**src/rtl/mpu_pkg.sv**
```systemverilog
package mpu_pkg;

   typedef enum logic [1:0] {
      ACT_KEEP   = 2'd0,
      ACT_LOW    = 2'd1,
      ACT_HIGH   = 2'd2,
      ACT_INVERT = 2'd3
   } ext_act_e;

   typedef struct packed {
      logic     pwm;
      logic     init;
      ext_act_e act;
      logic     irq_en;
      logic     stop_en;
      logic     rst_en;
   } chan_cfg_t;

   localparam int CFG_W = 7;

endpackage

```
**src/rtl/mpu_regfile.sv**
```systemverilog
module mpu_regfile
   import mpu_pkg::*;
#(
   parameter int NCH = 4,
   parameter int CW  = 32,
   parameter int AW  = 4
) (
   input  logic                    clk,
   input  logic                    rst_n,
   input  logic                    wr_en_i,
   input  logic [AW-1:0]           wr_addr_i,
   input  logic [CW-1:0]           wr_data_i,
   output logic [NCH-1:0][CW-1:0]  match_o,
   output chan_cfg_t [NCH-1:0]     cfg_o,
   output logic [NCH-1:0]          cfg_wr_o,
   output logic                    wr_init_o,
   output logic [NCH-1:0]          flag_clr_o
);

   localparam logic [AW-1:0] CLR_ADDR = AW'(2 * NCH);

   assign wr_init_o  = wr_data_i[5];
   assign flag_clr_o = (wr_en_i && wr_addr_i == CLR_ADDR) ? wr_data_i[NCH-1:0] : '0;

   for (genvar i = 0; i < NCH; i++) begin : g_ch
      localparam logic [AW-1:0] MADDR  = AW'(i);
      localparam logic [AW-1:0] CADDR  = AW'(NCH + i);
      localparam logic          PWM_OK = (i != NCH - 1);

      logic [CW-1:0] mv_q;
      chan_cfg_t     cfg_q;

      assign cfg_wr_o[i] = wr_en_i && (wr_addr_i == CADDR);
      assign match_o[i]  = mv_q;
      assign cfg_o[i]    = cfg_q;

      always_ff @(posedge clk or negedge rst_n) begin
         if (!rst_n) begin
            mv_q  <= '0;
            cfg_q <= '0;
         end else begin
            if (wr_en_i && wr_addr_i == MADDR) mv_q <= wr_data_i;
            if (cfg_wr_o[i]) begin
               cfg_q <= '{pwm:     wr_data_i[6] & PWM_OK,
                          init:    wr_data_i[5],
                          act:     ext_act_e'(wr_data_i[4:3]),
                          irq_en:  wr_data_i[2],
                          stop_en: wr_data_i[1],
                          rst_en:  wr_data_i[0]};
            end
         end
      end
   end

   // the period channel never holds PWM mode
   assert_period_no_pwm_R10: assert property (@(posedge clk) disable iff (!rst_n)
      !cfg_o[NCH-1].pwm);

endmodule

```
**src/rtl/mpu_chan.sv**
```systemverilog
module mpu_chan
   import mpu_pkg::*;
#(
   parameter int CW = 32
) (
   input  logic          clk,
   input  logic          rst_n,
   input  logic [CW-1:0] count_i,
   input  logic          fresh_i,
   input  logic [CW-1:0] match_i,
   input  chan_cfg_t     cfg_i,
   input  logic          cfg_wr_i,
   input  logic          init_i,
   input  logic          flag_clr_i,
   output logic          hit_o,
   output logic          ext_o,
   output logic          flag_o
);

   assign hit_o = fresh_i && (count_i == match_i);

   always_ff @(posedge clk or negedge rst_n) begin
      if (!rst_n) begin
         ext_o  <= 1'b0;
         flag_o <= 1'b0;
      end else begin
         flag_o <= hit_o | (flag_o & ~flag_clr_i);
         if (cfg_wr_i) begin
            ext_o <= init_i;
         end else if (cfg_i.pwm) begin
            ext_o <= (count_i >= match_i);
         end else if (hit_o) begin
            case (cfg_i.act)
               ACT_LOW:    ext_o <= 1'b0;
               ACT_HIGH:   ext_o <= 1'b1;
               ACT_INVERT: ext_o <= ~ext_o;
               default:    ext_o <= ext_o;
            endcase
         end
      end
   end

   assert_flag_set_R3: assert property (@(posedge clk) disable iff (!rst_n)
      hit_o |=> flag_o);

   assert_flag_clear_R3: assert property (@(posedge clk) disable iff (!rst_n)
      (flag_clr_i && !hit_o) |=> !flag_o);

   assert_single_fire_R2: assert property (@(posedge clk) disable iff (!rst_n)
      hit_o |=> !(hit_o && count_i == $past(count_i)));

   assert_act_high_R7: assert property (@(posedge clk) disable iff (!rst_n)
      (hit_o && !cfg_i.pwm && cfg_i.act == ACT_HIGH && !cfg_wr_i) |=> ext_o);

   assert_pwm_level_R9: assert property (@(posedge clk) disable iff (!rst_n)
      (cfg_i.pwm && !cfg_wr_i) |=> (ext_o == ($past(count_i) >= $past(match_i))));

endmodule

```
**src/rtl/match_pwm_unit.sv**
```systemverilog
module match_pwm_unit
   import mpu_pkg::*;
#(
   parameter int   NCH = 4,
   parameter int   CW  = 32,
   localparam int  AW  = $clog2(2 * NCH + 1)
) (
   input  logic           clk,
   input  logic           rst_n,
   input  logic [CW-1:0]  count_i,
   input  logic           wr_en_i,
   input  logic [AW-1:0]  wr_addr_i,
   input  logic [CW-1:0]  wr_data_i,
   output logic           cnt_reset_o,
   output logic           cnt_stop_o,
   output logic [NCH-1:0] ext_o,
   output logic [NCH-1:0] flags_o,
   output logic           irq_o
);

   if (NCH < 2) begin : g_bad_nch
      $error("match_pwm_unit: NCH must be at least 2");
   end
   if (CW < CFG_W || CW < NCH) begin : g_bad_cw
      $error("match_pwm_unit: CW too narrow for option word or flag clear");
   end

   logic [NCH-1:0][CW-1:0] match_v;
   chan_cfg_t [NCH-1:0]    cfg_v;
   logic [NCH-1:0]         cfg_wr;
   logic [NCH-1:0]         flag_clr;
   logic [NCH-1:0]         hit;
   logic [NCH-1:0]         rst_en, stop_en, irq_en, pwm_en;
   logic                   wr_init;
   logic [CW-1:0]          prev_cnt;
   logic                   prev_vld;
   logic                   fresh;

   always_ff @(posedge clk or negedge rst_n) begin
      if (!rst_n) begin
         prev_cnt <= '0;
         prev_vld <= 1'b0;
      end else begin
         prev_cnt <= count_i;
         prev_vld <= 1'b1;
      end
   end

   assign fresh = !prev_vld || (count_i != prev_cnt);

   mpu_regfile #(.NCH(NCH), .CW(CW), .AW(AW)) i_regs (
      .clk        (clk),
      .rst_n      (rst_n),
      .wr_en_i    (wr_en_i),
      .wr_addr_i  (wr_addr_i),
      .wr_data_i  (wr_data_i),
      .match_o    (match_v),
      .cfg_o      (cfg_v),
      .cfg_wr_o   (cfg_wr),
      .wr_init_o  (wr_init),
      .flag_clr_o (flag_clr)
   );

   for (genvar i = 0; i < NCH; i++) begin : g_chan
      assign rst_en[i]  = cfg_v[i].rst_en;
      assign stop_en[i] = cfg_v[i].stop_en;
      assign irq_en[i]  = cfg_v[i].irq_en;
      assign pwm_en[i]  = cfg_v[i].pwm;

      mpu_chan #(.CW(CW)) i_chan (
         .clk        (clk),
         .rst_n      (rst_n),
         .count_i    (count_i),
         .fresh_i    (fresh),
         .match_i    (match_v[i]),
         .cfg_i      (cfg_v[i]),
         .cfg_wr_i   (cfg_wr[i]),
         .init_i     (wr_init),
         .flag_clr_i (flag_clr[i]),
         .hit_o      (hit[i]),
         .ext_o      (ext_o[i]),
         .flag_o     (flags_o[i])
      );
   end

   assign cnt_reset_o = (|(hit & rst_en)) | (hit[NCH-1] & (|pwm_en));
   assign cnt_stop_o  = |(hit & stop_en);
   assign irq_o       = |(flags_o & irq_en);

   // a period match with PWM active always asks for a counter reset
   assert_period_reset_R9: assert property (@(posedge clk) disable iff (!rst_n)
      (count_i == match_v[NCH-1] && fresh && (|pwm_en)) |-> cnt_reset_o);

   // no interrupt while every flag is clear
   assert_irq_quiet_R4: assert property (@(posedge clk) disable iff (!rst_n)
      (flags_o == '0) |-> !irq_o);

endmodule

```
**config.mk**
```make
export PLATFORM = sky130hd
export DESIGN_NAME = match_pwm_unit
export DESIGN_NICKNAME = d
export VERILOG_FILES = /design/src/rtl/mpu_pkg.sv /design/src/rtl/mpu_regfile.sv /design/src/rtl/mpu_chan.sv /design/src/rtl/match_pwm_unit.sv
export SDC_FILE = /design/constraint.sdc
export NUM_CORES = 1
export LEC_CHECK = 0
export BUFFER_PORTS_ARGS = -buffer_cell sky130_fd_sc_hd__buf_2
export CELL_PAD_IN_SITES_DETAIL_PLACEMENT = 0
export CELL_PAD_IN_SITES_GLOBAL_PLACEMENT = 2
export CORE_UTILIZATION = 37
export DETAILED_ROUTE_END_ITERATION = 6
export GPL_TIMING_DRIVEN = 0
export PLACE_DENSITY_LB_ADDON = 0.15
export SLEW_MARGIN = 20
export SYNTH_ARGS = -nofsm -noshare
export SYNTH_HDL_FRONTEND = slang
export SYNTH_SLANG_ARGS = --single-unit
```
**constraint.sdc**
```tcl
create_clock -name clk -period 2.5 [get_ports clk]
set_input_delay 0.5 -clock clk [delete_from_list [all_inputs] [get_ports clk]]
set_output_delay 0.5 -clock clk [all_outputs]
set_load 0.02 [all_outputs]
```
==> flow_metrics.tcl, run 1 <==
set metrics [dict create \
    dr.pass1.iters 4 \
    grt_pass1_vias 6775 \
    critical_path_arrival_ns 2.64 \
    min_from "count_i[15]" \
    syn-cell-area_um2 10200 \
    worstMarginPinSlew_ns 0.968 \
    final.setup.worst_slack_ns -0.636 \
    final-max-slew-violation-count 0 \
    rr_startpoint "i_regs.g_ch[0].mv_q[13]$_DFFE_PN0P_" \
    final_cell_mix "dfrtp_1 (192), mux2_1 (128), inv_1 (103)" \
    fp.dieW_um 168 \
    power_w 0.00901 \
    synth_seq_cells 192 \
    n_antenna_cell 0 \
    via_count 6590 \
    yosysUniqueCellTypes 51 \
    finClkSkew_ns 0.0153 \
    routed_via_density 4.92 \
    grt_start_max_net_pins 81 \
    globalRouteOverflowTotal 0 \
    period_needed_ns 3.14 \
    synth_edf_count 0 \
    crit_type "flip-flop to primary output" \
    async_flop_share_pct 100 \
    syn_to_final_growth_pct 16.4 \
    dpl_cell_area_um2 11100 \
    layout_commonest_cell "dfrtp_1" \
    r2r_end "g_chan[0].i_chan.ext_o$_DFFE_PN0P_" \
    fin_area_um2 11800 \
    drc 0 \
    fp.dieArea_um2 28100 \
    slowest_stage "or4b_4" \
    crit_chain "inv_1 > ha_1 > nand4_1 > or4b_4 > nor3_4 > a222oi_1 > o22ai_2 > buf_6" \
    leakagePower_nw 5.76 \
    violations "setup timing" \
    track_usage_pct 19.1 \
    worstHoldEndpoint "prev_cnt[15]$_DFF_PN0_" \
    grt_pass1_wl_mm 40.2 \
    final_core_util_pct 43.9 \
    hold_depth 1 \
    power_density_nw_per_um2 761 \
    coreArea_um2 27000 \
    avgRoutedWirePerCell_um 18.6 \
    reg2reg_depth 10 \
    htree_levels 4 \
    place.detailed.hpwl_mm 19.3 \
    crit_path_end_kind "primary output" \
    regArea_um2 4800 \
    root_buffer "clkbuf_16" \
    io_buffers 79 \
    hold_violations 0 \
    nNetsFinal 1154 \
    dieHeight_um 168 \
    path_max_fanout 3 \
    avgSynthCellArea_um2 11.6 \
    start_util_pct 37.7 \
    rsz0062_at_grt "yes" \
    fillers 2575 \
    max_stage_delay_ns 0.57 \
    relSlewSlack_pct 35.4 \
    ios 82 \
    ant_nets 0 \
    place_congestion 0.763 \
    peakVddDrop_uv 390 \
    hp-class "input pin to flip-flop" \
    cts.clk_slew.worst_paths_ns 0.08 \
    dominantRegCellSynth "dfrtp_1" \
    critPathLaunchType "flip-flop" \
    dr.first_iter.drc_count 257 \
    multiInputGateArea_um2 4920 \
    period_share_pct 125 \
    cts_buffers 17 \
    yosys_warnings 0 \
    insertion_delay_ns 0.44 \
    antenna_found_initial 0 \
    ys_seq_area_share_pct 47.3 \
    final.setup.tns_ns -1.41 \
    timing.fmax_mhz 319 \
    ff2ff_setup_slack_ns -0.17 \
    routed_wl_mm 24.9 \
    cp_data_required_time_ns 2.00 \
    rows 60 \
    cts_sinks 192 \
    syn_nets 1046 \
    finalSetupViolations 3 \
    synth_cells 877 \
    drive_gt1_share_pct 15.4 \
    drv_cap 0 \
    clk_path_buf_depth 2 \
    cts_tree "yes" \
    status "finished, violations left" \
]
## metrics by stage
step | cells | hold slack (ns) | worst slack, ns
3_3_place_gp | 1297 | 0.460 | -2.61
5_1_grt | 1339 | 0.252 | -0.733
6_report | 1339 | 0.263 | -0.636
2_1_floorplan | 877 | 0.204 | 0.0243
3_5_place_dp | 1299 | 0.420 | -0.896
4_1_cts | 1336 | 0.248 | -0.634
## flip-flops by register name, indices dropped and copies added, names as in the netlist
register / flops
g_chan.i_chan.ext_o: 4
g_chan.i_chan.flag_o: 4
i_regs.cfg_o: 23
i_regs.g_ch.mv_q: 128
prev_cnt: 32
prev_vld: 1
## cell type report
type	instances	area share [%]
clock inverters	14	1.44
multi-input cells	555	41.6
well taps	341	3.61
repair buffers	89	4.56
flip-flops and latches	192	40.6
inverters	103	3.27
clock buffers	18	3.71
plain buffers	27	1.23
## cells in the mapped netlist, types with 4 or more instances
library cell | instances | area, um2
mux2_1 | 128 | 1440
a21oi_1 | 26 | 130
nor2b_1 | 5 | 31.3
nand3b_1 | 4 | 30.0
clkbuf_1 | 13 | 48.8
xor2_1 | 31 | 272
a21o_1 | 36 | 270
o21ai_1 | 22 | 110
buf_4 | 8 | 60.1
nor4_1 | 13 | 81.3
dfrtp_1 | 192 | 4800
buf_2 | 5 | 25.0
nor2_1 | 12 | 45.0
xnor2_1 | 33 | 289
nand4_1 | 31 | 194
ha_1 | 98 | 1230
nor3_1 | 8 | 40.0
o21ai_0 | 13 | 65.1
or3_1 | 4 | 25.0
nand2_1 | 43 | 161
inv_1 | 103 | 387
## critical path: cells and delay by family, from the launching register on
| kind | cells | cell delay, ns |
|---|---|---|
| flip-flops | 1 | 0.35 |
| adder cells (fa/ha/maj) | 1 | 0.29 |
| buffers and inverters | 2 | 0.19 |
| AO/OA/AOI/OAI | 2 | 0.33 |
| AND/OR/NAND/NOR | 3 | 1.05 |
## how the worst max path moves through the flow
stage                                   startpoint                                  end  slack (ns)  cells past startpoint
4_1_cts        i_regs.g_ch[0].mv_q[15]$_DFFE_PN0P_                          cnt_reset_o       -0.63                      8
3_3_place_gp                                 rst_n  i_regs.g_ch[0].mv_q[26]$_DFFE_PN0P_       -2.61                      1
5_1_grt        i_regs.g_ch[0].mv_q[12]$_DFFE_PN0P_                          cnt_reset_o       -0.73                      8
3_5_place_dp                           count_i[30]                          cnt_reset_o       -0.90                      9
6_report       i_regs.g_ch[0].mv_q[13]$_DFFE_PN0P_                          cnt_reset_o       -0.64                      8
2_1_floorplan                           count_i[9]                          cnt_reset_o        0.02                      6
## repair_timing
item | in CTS | in global routing
resized for setup | 16 | 5
gates cloned | 0 | 0
endpoints found under the hold margin | 43 | 0
hold buffers | 1 | 0
buffers inserted | 4 | 3
endpoints found under the setup margin | 5 | 5
pin swaps | 8 | 10
## routing by layer
metal | global-route usage [%] | wire length [um] | vias to the layer above
li1 | - | - | 3278
met1 | 26.7 | 12300 | 3223
met2 | 31.1 | 11800 | 77
met3 | 2.84 | 559 | 12
met4 | 4.11 | 220 | 0
met5 | 0 | 0 | -
## cell families after synthesis
| logic type | after synthesis | share of synthesized area (%) |
|---|---|---|
| flops | 192 | 47.3 |
| simple gates | 145 | 8.06 |
| mux | 130 | 14.4 |
| buf+inv | 130 | 5.23 |
| compound gates | 117 | 7.42 |
| fa+ha+maj | 98 | 12.1 |
| xor+xnor | 64 | 5.52 |
| other cells | 1 | 0.0369 |
## where the power goes
part | internal, W | leakage [nW] | switching (W)
registers | 0.00371 | 2.35 | 0.000322
clock network | 0.00154 | 0.292 | 0.00130
logic | 0.00102 | 3.12 | 0.00111
Note: power is estimated with default switching activity, not from simulation.
==> inputs of run 2 (changes only) <==
- TNS_END_PERCENT: default -> 20
==> flow_metrics.tcl, run 2 (synthesis gave the netlist of run 1 again) <==
set metrics [dict create \
    status "finished, violations left" \
    violations "setup timing" \
    nNetsFinal 1148 \
    cp_data_required_time_ns 2.00 \
    drv_cap 0 \
    worstMarginPinSlew_ns 0.969 \
    layout_commonest_cell "dfrtp_1" \
    final.setup.worst_slack_ns -0.594 \
    intPower_w 0.00651 \
    insertion_delay_ns 0.43 \
    crit_family "simple AND/OR/NAND/NOR gates" \
    peakVddDrop_uv 419 \
    reg2reg_depth 9 \
    antenna_found_initial 1 \
    path_max_fanout 3 \
    crit_chain "inv_1 > ha_1 > nand4_1 > or4b_4 > nor3_4 > a222oi_1 > o22ai_2 > buf_6" \
    rsz0062_at_grt "yes" \
    track_usage_pct 18.9 \
    drive_gt1_share_pct 14.4 \
    switchingPower_w 0.00267 \
    comb_power_share_pct 23.1 \
    routed_via_density 4.92 \
    fillers 2599 \
    seqPwrFrac_pct 44.0 \
    drc 0 \
    fp.dieW_um 168 \
    clock_power_share_pct 32.9 \
    regMostFlops "i_regs.g_ch.mv_q" \
    root_buffer "clkbuf_16" \
    start_util_pct 37.7 \
    cts_tree "yes" \
    finClkSkew_ns 0.0151 \
    htree_levels 4 \
    max_stage_delay_ns 0.57 \
    place_congestion 0.765 \
    relSlewSlack_pct 35.4 \
    rows 60 \
    leakagePower_nw 5.73 \
    hold_violations 0 \
    io_buffers 79 \
    coreArea_um2 27000 \
    grt_start_max_net_pins 86 \
    crit_buf_inv 2 \
    syn_to_final_growth_pct 16.0 \
    power_w 0.00918 \
    slowest_stage "or4b_4" \
    globalRouteOverflowTotal 0 \
    final_cell_mix "dfrtp_1 (192), mux2_1 (128), inv_1 (101)" \
    period_share_pct 124 \
    critical_path_arrival_ns 2.59 \
    fp.dieArea_um2 28100 \
    dr.first_iter.drc_count 284 \
    critical_path_depth 8 \
    avgRoutedWirePerCell_um 18.6 \
    largest_reg_flops 128 \
    period_needed_ns 3.09 \
    grt_pass1_vias 6786 \
    clk_path_buf_depth 2 \
    crit_path_end_kind "primary output" \
    ant_nets 0 \
    hp-class "input pin to flip-flop" \
    critPathLaunchType "flip-flop" \
    hold_depth 1 \
    dieHeight_um 168 \
    routed_wl_mm 24.8 \
    cts_buffers 17 \
    ios 82 \
    final-max-slew-violation-count 0 \
    power_density_nw_per_um2 778 \
    n_antenna_cell 0 \
    finalSetupViolations 4 \
    via_count 6562 \
    p_sw_share_pct 29.1 \
    grt_pass1_wl_mm 40.0 \
    final_core_util_pct 43.7 \
    crit_type "flip-flop to primary output" \
    cts_sinks 192 \
    place.detailed.hpwl_mm 19.2 \
    timing.fmax_mhz 323 \
    dr.pass1.iters 4 \
    cts.clk_slew.worst_paths_ns 0.07 \
]
-- run 2: cell count changes in the layout (fill, tap and decap cells not counted), sizes merged --
| cell | change |
|---|---|
| clkinv | -1 |
| inv | -3 |
| buf | -5 |
| bufinv | +3 |
-- run 2: cell type report --
type | count | area [um2] | area share [%]
Multi-Input combinational cell | 555 | 4900 | 41.6
Sequential cell | 192 | 4800 | 40.8
Timing Repair Buffer | 83 | 487 | 4.13
Clock buffer | 19 | 433 | 3.67
Tap cell | 341 | 427 | 3.62
Inverter | 103 | 387 | 3.28
Clock inverter | 13 | 206 | 1.75
Buffer | 27 | 145 | 1.23
-- run 2: power by group through the flow --
stage | sequential, W | clock (W) | combinational (W)
2_1_floorplan | 0.00401 | 0 | 0.00148
3_3_place_gp | 0.00409 | 0 | 0.00209
5_1_grt | 0.00413 | 0.00321 | 0.00245
6_report | 0.00404 | 0.00302 | 0.00212
3_5_place_dp | 0.00410 | 0 | 0.00213
4_1_cts | 0.00404 | 0.00309 | 0.00217
-- run 2: metal layers --
| layer | GRT usage (%) | part of all wire, % |
|---|---|---|
| met4 | 4.87 | 1.3 |
| met2 | 31.1 | 47 |
| met5 | 0 | 0.032 |
| met3 | 2.79 | 2.3 |
| met1 | 26.2 | 49 |
-- run 2: worst paths after layout --
check,startpoint,to,slack [ns]
worst max-delay path,i_regs.g_ch[0].mv_q[14]$_DFFE_PN0P_,cnt_reset_o,-0.59
max in group asynchronous,rst_n,i_regs.g_ch[1].mv_q[19]$_DFFE_PN0P_,0.84
min in group asynchronous,rst_n,i_regs.g_ch[1].mv_q[6]$_DFFE_PN0P_,0.57
worst min-delay path,count_i[0],prev_cnt[0]$_DFF_PN0_,0.27
worst max register to register,i_regs.g_ch[0].mv_q[14]$_DFFE_PN0P_,g_chan[0].i_chan.ext_o$_DFFE_PN0P_,-0.20
worst min register to register,i_regs.g_ch[1].mv_q[1]$_DFFE_PN0P_,i_regs.g_ch[1].mv_q[1]$_DFFE_PN0P_,0.49
-- run 2: timing repair --
| action | in CTS | in global routing |
|---|---|---|
| pin swaps | 3 | 2 |
| hold endpoints to repair | 1 | 0 |
| resized for setup | 16 | 1 |
| setup endpoints to repair | 5 | 14 |
| hold buffers | 1 | 0 |
| buffers inserted | 1 | 0 |
-- run 2: metrics by stage --
| stage | setup WS [ns] | instance area [um2] | setup TNS [ns] | hold slack [ns] | std cells |
|---|---|---|---|---|---|
| 2_1_floorplan | -0.0945 | 10200 | -0.0945 | 0.204 | 877 |
| 3_3_place_gp | -2.57 | 11000 | -499.49 | 0.462 | 1297 |
| 3_5_place_dp | -0.872 | 11100 | -11.72 | 0.461 | 1299 |
| 4_1_cts | -0.630 | 11800 | -1.66 | 0.259 | 1333 |
| 5_1_grt | -0.734 | 11800 | -2.44 | 0.264 | 1333 |
| 6_report | -0.594 | 11800 | -1.55 | 0.273 | 1333 |
==> inputs of run 3 (changes only) <==
- GPL_ROUTABILITY_DRIVEN: default -> 0
- PLACE_DENSITY_LB_ADDON: 0.15 -> 0.3
- SKIP_LAST_GASP: default -> 1
==> flow_metrics.tcl, run 3 (synthesis gave the netlist of run 1 again) <==
set metrics [dict create \
    routed_via_density 4.98 \
    cts_sinks 192 \
    avgRoutedWirePerCell_um 18.8 \
    globalRouteOverflowTotal 0 \
    fp.dieArea_um2 28100 \
    root_buffer "clkbuf_16" \
    track_usage_pct 19.2 \
    period_share_pct 126 \
    met3_length_um 591 \
    dpl_cell_area_um2 11100 \
    crit_type "flip-flop to primary output" \
    final-max-slew-violation-count 0 \
    final.setup.worst_slack_ns -0.643 \
    timing.fmax_mhz 318 \
    ant_nets 0 \
    holdWs_ns -0.00803 \
    grt_pass1_vias 6779 \
    rows 60 \
    relSlewSlack_pct 36.2 \
    cts.clk_slew.worst_paths_ns 0.08 \
    largest_reg_flops 128 \
    drv_cap 0 \
    startpoint "i_regs.g_ch[0].mv_q[13]$_DFFE_PN0P_" \
    layout_commonest_cell "dfrtp_1" \
    grt_start_max_net_pins 67 \
    slowest_stage "or4b_4" \
    status "finished, violations left" \
    highest_layer "met4" \
    clk_path_buf_depth 2 \
    drc 0 \
    violations "hold timing, setup timing" \
    finalSetupViolations 3 \
    final_cell_mix "dfrtp_1 (192), mux2_1 (128), inv_1 (99)" \
    cts_buffers 17 \
    dr.pass1.iters 4 \
    syn_to_final_growth_pct 16.8 \
    max_stage_delay_ns 0.63 \
    dr.first_iter.drc_count 256 \
    rr_startpoint "i_regs.g_ch[0].mv_q[13]$_DFFE_PN0P_" \
    hold_violations 2 \
    insertion_delay_ns 0.44 \
    via_count 6667 \
    nNetsFinal 1155 \
    coreArea_um2 27000 \
    start_util_pct 37.7 \
    r2r_end "g_chan[0].i_chan.ext_o$_DFFE_PN0P_" \
    crit_chain "inv_2 > ha_4 > nand4_1 > or4b_4 > nor3_4 > a222oi_1 > o22ai_1 > buf_4" \
    reg2reg_depth 9 \
    dieHeight_um 168 \
    antenna_found_initial 1 \
    fin_area_um2 11900 \
    wl_met1_mm 12.5 \
    met2WireLength_mm 11.9 \
    power_density_nw_per_um2 767 \
    io_buffers 79 \
    place.detailed.hpwl_mm 19.1 \
    rsz0062_at_grt "yes" \
    hp-class "input pin to asynchronous set/reset pin" \
    peakVddDrop_uv 404 \
    grt_pass1_wl_mm 40.0 \
    regMostFlops "i_regs.g_ch.mv_q" \
    path_max_fanout 3 \
    ios 82 \
    drive_gt1_share_pct 15.9 \
    crit_path_end_kind "primary output" \
    n_antenna_cell 0 \
    fillers 2566 \
    cp_data_required_time_ns 2.00 \
    ff2ff_setup_slack_ns -0.19 \
    critical_path_arrival_ns 2.64 \
    critPathLaunchType "flip-flop" \
    critPathCapture "cnt_stop_o" \
    fp.dieW_um 168 \
    leakagePower_nw 5.76 \
    finClkSkew_ns 0.0137 \
    power_w 0.00910 \
    worstMarginPinSlew_ns 0.952 \
    routed_wl_mm 25.2 \
    htree_levels 4 \
    ctsHoldBuffers 0 \
    period_needed_ns 3.14 \
    cts_tree "yes" \
    final.setup.tns_ns -1.44 \
    dp_slack_ns -1.06 \
]
## run 3: changes by cell type in the layout (fill, tap and decap cells not counted), moves of 2 or more
cell	change
buf_4	+8
bufinv_16	-3
clkbuf_8	+2
clkinv_2	-3
clkinv_4	+2
ha_1	-5
ha_4	+5
inv_1	-2
inv_2	+2
inv_8	+3
## run 3: what timing repair did
item | in CTS | in global routing
resized for setup | 12 | 8
pin swaps | 8 | 13
setup endpoints to repair | 5 | 4
buffers inserted | 5 | 4
## run 3: worst min-delay path by stage
| stage | from | to | slack, ns | depth (start not counted) |
|---|---|---|---|---|
| 6_report | rst_n | i_regs.g_ch[1].mv_q[8]$_DFFE_PN0P_ | -0.008 | 1 |
| 5_1_grt | rst_n | i_regs.g_ch[2].mv_q[15]$_DFFE_PN0P_ | 0.02 | 1 |
| 4_1_cts | rst_n | i_regs.g_ch[1].mv_q[8]$_DFFE_PN0P_ | 0.02 | 1 |
| 3_5_place_dp | i_regs.cfg_o[18]$_DFFE_PN0P_ | i_regs.cfg_o[18]$_DFFE_PN0P_ | 0.47 | 1 |
| 3_3_place_gp | i_regs.cfg_o[18]$_DFFE_PN0P_ | i_regs.cfg_o[18]$_DFFE_PN0P_ | 0.46 | 1 |
| 2_1_floorplan | rst_n | g_chan[0].i_chan.ext_o$_DFFE_PN0P_ | 0.20 | 0 |
## run 3: worst max-delay path: cells and delay by family, from the launching register on
| kind | cells | cell delay (ns) |
|---|---|---|
| buffers and inverters | 2 | 0.24 |
| adder cells (fa/ha/maj) | 1 | 0.26 |
| AO/OA/AOI/OAI | 2 | 0.34 |
| AND/OR/NAND/NOR | 3 | 1.00 |
| flip-flops | 1 | 0.38 |
## run 3: cell type report
| cell class | count | area, um2 | area share [%] |
|---|---|---|---|
| buffer | 27 | 145 | 1.22 |
| clock buffer | 19 | 453 | 3.82 |
| clock inverter | 13 | 169 | 1.42 |
| inverter | 103 | 387 | 3.26 |
| multi-input combinational | 555 | 4960 | 41.7 |
| sequential | 192 | 4800 | 40.5 |
| tap | 341 | 427 | 3.59 |
| timing repair buffer | 90 | 531 | 4.47 |
## run 3: through the flow
step                      cells  hold WS [ns]  util (%)
after floorplan             877         0.204         -
after global placement     1297         0.463      40.8
after detailed placement   1299         0.470      41.0
after CTS                  1336        0.0209      43.7
after global routing       1340        0.0193      44.0
final                      1340      -0.00803      44.0
## run 3: where the power goes
group | total (W) | switching [W] | leakage (nW) | internal (W)
Combinational | 0.00215 | 0.00111 | 3.11 | 0.00104
Clock | 0.00290 | 0.00133 | 0.299 | 0.00157
Sequential | 0.00405 | 0.000338 | 2.35 | 0.00371
## run 3: layer usage
metal / vias to the layer above / track usage (%)
li1: 3273 / -
met4: 0 / 4.35
met1: 3291 / 26.8
met5: - / 0
met3: 19 / 2.60
met2: 84 / 31.4
